`config.mk`:
```
export PLATFORM = sky130hd
export DESIGN_NAME = irq_cascade_ctrl
export DESIGN_NICKNAME = d
export VERILOG_FILES = /design/src/rtl/irq_cascade_pkg.sv /design/src/rtl/sec_slot.sv /design/src/rtl/sec_unit.sv /design/src/rtl/pri_unit.sv /design/src/rtl/irq_cascade_ctrl.sv
export SDC_FILE = /design/constraint.sdc
export NUM_CORES = 1
export LEC_CHECK = 0
export BUFFER_PORTS_ARGS = -buffer_cell sky130_fd_sc_hd__buf_2
export CORE_ASPECT_RATIO = 1.2
export CORE_MARGIN = 1.5
export CORE_UTILIZATION = 54
export CTS_CLUSTER_SIZE = 40
export DETAILED_ROUTE_END_ITERATION = 6
export PLACE_DENSITY = 0.75
export RECOVER_POWER = 50
export SYNTH_ARGS = -nofsm -noshare
export SYNTH_HDL_FRONTEND = slang
export SYNTH_HIERARCHICAL = 1
export SYNTH_SLANG_ARGS = --single-unit
export TNS_END_PERCENT = 50
```
`constraint.sdc`:
```
create_clock -name clk -period 1.75 [get_ports clk]
set_clock_uncertainty 0.15 [all_clocks]
set_input_delay 0.175 -clock clk [delete_from_list [all_inputs] [get_ports clk]]
set_output_delay 0.175 -clock clk [all_outputs]
set_load 0.01 [all_outputs]
```
`src/rtl/irq_cascade_pkg.sv`:
```
package irq_cascade_pkg;

    localparam int ADDR_W = 3;

    localparam logic [ADDR_W-1:0] A_SEC_ID   = 3'd0;
    localparam logic [ADDR_W-1:0] A_SEC_EN   = 3'd1;
    localparam logic [ADDR_W-1:0] A_SEC_MASK = 3'd2;
    localparam logic [ADDR_W-1:0] A_SEC_OVF  = 3'd3;
    localparam logic [ADDR_W-1:0] A_PRI_ID   = 3'd4;
    localparam logic [ADDR_W-1:0] A_PRI_EN   = 3'd5;
    localparam logic [ADDR_W-1:0] A_PRI_MASK = 3'd6;

    typedef enum logic [1:0] {
        SLOT_EMPTY  = 2'd0,
        SLOT_PEND   = 2'd1,
        SLOT_PEND_Q = 2'd2,
        SLOT_REFILL = 2'd3
    } slot_state_e;

endpackage

```
`src/rtl/sec_slot.sv`:
```
module sec_slot
    import irq_cascade_pkg::*;
(
    input  logic clk,
    input  logic rst_n,
    input  logic evt,
    input  logic clr,
    output logic pend,
    output logic queued,
    output logic drop
);

    slot_state_e state_q, state_d;

    always_ff @(posedge clk) begin
        if (!rst_n) state_q <= SLOT_EMPTY;
        else        state_q <= state_d;
    end

    always_comb begin
        state_d = state_q;
        unique case (state_q)
            SLOT_EMPTY: begin
                if (evt) state_d = SLOT_PEND;
            end
            SLOT_PEND: begin
                if (evt && !clr)      state_d = SLOT_PEND_Q;
                else if (!evt && clr) state_d = SLOT_EMPTY;
            end
            SLOT_PEND_Q: begin
                if (clr && !evt) state_d = SLOT_REFILL;
            end
            SLOT_REFILL: begin
                state_d = evt ? SLOT_PEND_Q : SLOT_PEND;
            end
            default: state_d = SLOT_EMPTY;
        endcase
    end

    always_comb begin
        pend   = 1'b0;
        queued = 1'b0;
        drop   = 1'b0;
        unique case (state_q)
            SLOT_EMPTY:  ;
            SLOT_PEND:   pend = 1'b1;
            SLOT_PEND_Q: begin
                pend   = 1'b1;
                queued = 1'b1;
                drop   = evt && !clr;
            end
            SLOT_REFILL: queued = 1'b1;
            default:     ;
        endcase
    end

endmodule

```
`src/rtl/sec_unit.sv`:
```
module sec_unit #(
    parameter int N_SRC = 8
) (
    input  logic             clk,
    input  logic             rst_n,
    input  logic [N_SRC-1:0] src,
    input  logic [N_SRC-1:0] wdata,
    input  logic             wr_id,
    input  logic             wr_en,
    input  logic             wr_mask,
    input  logic             wr_ovf,
    output logic [N_SRC-1:0] id,
    output logic [N_SRC-1:0] en,
    output logic [N_SRC-1:0] mask,
    output logic [N_SRC-1:0] ovf,
    output logic [N_SRC-1:0] queued,
    output logic             sum
);

    logic [N_SRC-1:0] hist_q;
    logic             primed_q;
    logic [N_SRC-1:0] evt;
    logic [N_SRC-1:0] clr;
    logic [N_SRC-1:0] drop;

    always_ff @(posedge clk) begin
        if (!rst_n) begin
            hist_q   <= '0;
            primed_q <= 1'b0;
            en       <= '0;
            mask     <= '0;
            ovf      <= '0;
        end else begin
            hist_q   <= src;
            primed_q <= 1'b1;
            if (wr_en)   en   <= wdata;
            if (wr_mask) mask <= wdata;
            ovf <= (ovf & ~(wr_ovf ? wdata : '0)) | drop;
        end
    end

    assign evt = {N_SRC{primed_q}} & src & ~hist_q & ~mask;
    assign clr = wr_id ? wdata : '0;

    for (genvar i = 0; i < N_SRC; i++) begin : g_slot
        sec_slot u_slot (
            .clk    (clk),
            .rst_n  (rst_n),
            .evt    (evt[i]),
            .clr    (clr[i]),
            .pend   (id[i]),
            .queued (queued[i]),
            .drop   (drop[i])
        );
    end

    assign sum = |(id & en);

endmodule

```
`src/rtl/pri_unit.sv`:
```
module pri_unit (
    input  logic clk,
    input  logic rst_n,
    input  logic sum,
    input  logic wd_cascade,
    input  logic wd_master,
    input  logic wr_id,
    input  logic wr_en,
    input  logic wr_mask,
    output logic pri_id,
    output logic pri_en,
    output logic master_en,
    output logic pri_mask,
    output logic cpu_irq
);

    logic sum_q;
    logic rise;

    assign rise = sum && !sum_q;

    always_ff @(posedge clk) begin
        if (!rst_n) begin
            sum_q     <= 1'b0;
            pri_id    <= 1'b0;
            pri_en    <= 1'b0;
            master_en <= 1'b0;
            pri_mask  <= 1'b0;
            cpu_irq   <= 1'b0;
        end else begin
            sum_q  <= sum;
            pri_id <= (rise && !pri_mask) || (pri_id && !(wr_id && wd_cascade));
            if (wr_en) begin
                pri_en    <= wd_cascade;
                master_en <= wd_master;
            end
            if (wr_mask) pri_mask <= wd_cascade;
            cpu_irq <= master_en && pri_id && pri_en;
        end
    end

endmodule

```
`src/rtl/irq_cascade_ctrl.sv`:
```
module irq_cascade_ctrl
    import irq_cascade_pkg::*;
#(
    parameter int N_SRC      = 8,
    parameter int DATA_W     = 16,
    parameter int MASTER_BIT = DATA_W - 1
) (
    input  logic              clk,
    input  logic              rst_n,
    input  logic [N_SRC-1:0]  sec_src,
    input  logic [ADDR_W-1:0] bus_addr,
    input  logic              bus_wr,
    input  logic [DATA_W-1:0] bus_wdata,
    output logic [DATA_W-1:0] bus_rdata,
    output logic              cpu_irq
);

    logic [N_SRC-1:0] sec_id, sec_en, sec_mask, sec_ovf, sec_q;
    logic             sec_sum;
    logic             pri_id, pri_en, master_en, pri_mask;
    logic             ovf_wr;
    logic             unused_wdata;

    assign ovf_wr       = bus_wr && (bus_addr == A_SEC_OVF);
    assign unused_wdata = ^bus_wdata;

    sec_unit #(.N_SRC(N_SRC)) u_sec (
        .clk     (clk),
        .rst_n   (rst_n),
        .src     (sec_src),
        .wdata   (bus_wdata[N_SRC-1:0]),
        .wr_id   (bus_wr && (bus_addr == A_SEC_ID)),
        .wr_en   (bus_wr && (bus_addr == A_SEC_EN)),
        .wr_mask (bus_wr && (bus_addr == A_SEC_MASK)),
        .wr_ovf  (ovf_wr),
        .id      (sec_id),
        .en      (sec_en),
        .mask    (sec_mask),
        .ovf     (sec_ovf),
        .queued  (sec_q),
        .sum     (sec_sum)
    );

    pri_unit u_pri (
        .clk        (clk),
        .rst_n      (rst_n),
        .sum        (sec_sum),
        .wd_cascade (bus_wdata[0]),
        .wd_master  (bus_wdata[MASTER_BIT]),
        .wr_id      (bus_wr && (bus_addr == A_PRI_ID)),
        .wr_en      (bus_wr && (bus_addr == A_PRI_EN)),
        .wr_mask    (bus_wr && (bus_addr == A_PRI_MASK)),
        .pri_id     (pri_id),
        .pri_en     (pri_en),
        .master_en  (master_en),
        .pri_mask   (pri_mask),
        .cpu_irq    (cpu_irq)
    );

    always_comb begin
        bus_rdata = '0;
        unique case (bus_addr)
            A_SEC_ID:   bus_rdata[N_SRC-1:0] = sec_id;
            A_SEC_EN:   bus_rdata[N_SRC-1:0] = sec_en;
            A_SEC_MASK: bus_rdata[N_SRC-1:0] = sec_mask;
            A_SEC_OVF:  bus_rdata[N_SRC-1:0] = sec_ovf;
            A_PRI_ID:   bus_rdata[0] = pri_id;
            A_PRI_EN: begin
                bus_rdata[0]          = pri_en;
                bus_rdata[MASTER_BIT] = master_en;
            end
            A_PRI_MASK: bus_rdata[0] = pri_mask;
            default:    bus_rdata = '0;
        endcase
    end

endmodule

```
==> reports/results.txt <==
Cell Count, Final, Fillers Out: 616
synthesis warning total: 6
Root Buffer: clkbuf_8
setup slack, reg-to-reg: -0.10 ns
CTS tree: done
clock latency at the later pin of the worst-skew pair: 0.31 ns
met3 Track Usage GR: 3.58%
clk sink count: 55
Initial DRC Count: 150
fraction of layout cells with a size suffix above 1: 52.9%
endpoints failing hold: 0
first-pass GRT wire length: 16000 um
WHS: 0.0207 ns
buffer depth of the longest clock path: 2
RSZ-0062 raised after global routing: true
vias in the first global route: 3495
syn_area_per_cell: 10.0 sq um
number of diodes: 0
GPL Wtd Cong: 0.837
most frequent cells in the layout: 87 x buf_4, 40 x ha_1, 38 x dfxtp_1
max_cap viols: 0
iteration count of the initial detailed-routing pass: 4
wire per inst: 17.0 um
Global Route met1 Usage: 29.0%
cell count after synthesis: 394
Leak Pwr: 2.29 nW
Die Ht: 96.8 um
fin nets: 611
Die Width: 81.2 um
total power: 0.00357 W
final setup margin: -0.251 ns
worst slew pin tran: 0.876 ns
min Tclk post-route: 2.00 ns
via count: 3421
f_max: 500 MHz
clk slew on worst S/H paths: 0.10 ns
peak supply drop: 0.448 mV
slew margin rel.: 41.6%
placed cells: 583
Die Area: 0.00786 sq mm
GRT overflow: 0
busiest metal layer after global routing: met2
failing checks: setup timing
max-slew violation count: 0
largest net degree at the start of global routing: 32
Post-Syn Area: 0.00396 sq mm
initial core utilization: 55.1%
commonest non-fill, non-tap cell in the layout: buf_4
Core Rows: 34
Power Dens Cells: 641 mW/mm^2
vias per cell: 5.55
CORE AREA: 0.00719 sq mm
required time of the worst setup path: 1.42 ns
io pins: 47
Antenna Nets Post-Route: 0
Port Buf Inserts: 32
Hold Path Class: in2reg
DR DRC count: 0
status: finished, violations left
Period Utilization, post-route: 114%
CP Class: reg2out
Fin Setup TNS: -2.50 ns
TritonCTS Buffers: 5
Critical Path AT: 1.68 ns
CP startpoint kind: register
met2 global-route usage: 48.5%
H-tree level count: 2
P&R area growth vs syn: 40.7%
Setup violations, final: 21
Detailed Place HPWL: 6880 um
CP endpoint kind: primary output
GRT Total Usage: 26.1%
initial antenna violation count: 0
Critical Path Fanout Max: 2
Routed Wire Length: 10500 um
## power by group
group	internal, W	total (W)	switching (W)
Clock	0.000283	0.000707	0.000424
Sequential	0.00132	0.00137	0.0000509
Combinational	0.000799	0.00149	0.000691
## through the flow
step	cell area, sq um	setup slack [ns]	util (%)
after global routing	5570	-0.292	77.5
after global placement	4820	-0.106	67.0
after detailed placement	4820	-0.241	67.0
after CTS	5370	-0.234	74.6
final	5570	-0.251	77.5
after floorplan	4090	-0.000692	-
## worst max-delay path, cell delays in order (launching register included)
cell     delay [ns]
dfxtp_2        0.34
inv_2          0.05
ha_4           0.24
mux4_2         0.46
and2_4         0.16
buf_6          0.11
## routing by layer
metal / share of wire (%) / vias to the layer above / wire length (um)
met2: 55 / 77 / 5750
li1: - / 1653 / -
met1: 40 / 1667 / 4200
met5: 0 / - / 0
met3: 2.8 / 24 / 295
met4: 2.3 / 0 / 243
## worst paths after layout
| kind | start | to | depth (start not counted) |
|---|---|---|---|
| worst min-delay path | bus_wdata[3] | u_sec/mask[3]$_SDFFE_PN0P_ | 3 |
| worst max register to register | u_sec/primed_q$_DFF_P_ | u_sec/g_slot[0].u_slot/state_q[1]$_SDFFE_PN0P_ | 7 |
| worst max-delay path | u_sec/g_slot[2].u_slot/state_q[1]$_SDFFE_PN0P_ | bus_rdata[2] | 5 |
| worst min register to register | u_pri/sum_q$_SDFF_PN0_ | u_pri/pri_id$_SDFF_PN0_ | 2 |
## flip-flops by register name (all words and copies together) (netlist names), 8 cells and up
name	cells
u_sec/ovf	8
u_sec/en	8
u_sec/hist_q	8
u_sec/mask	8
u_sec/g_slot.u_slot/state_q	16
## repair_timing
action                     4_1_cts  5_1_grt
hold buffers                     9        0
pin swaps                       35       21
setup endpoints to repair       25       25
buffers inserted                11        5
hold endpoints to repair         9        0
gates resized for setup         80       35
## final cells by class
type / count / area, sq um
multi-input cells: 290 / 3120
fillers: 457 / 1620
flip-flops and latches: 55 / 1120
repair buffers: 132 / 978
inverters: 41 / 154
well taps: 90 / 113
clock buffers: 7 / 76.3
clock inverters: 1 / 5.00
Note: power is estimated with default switching activity, not from simulation.
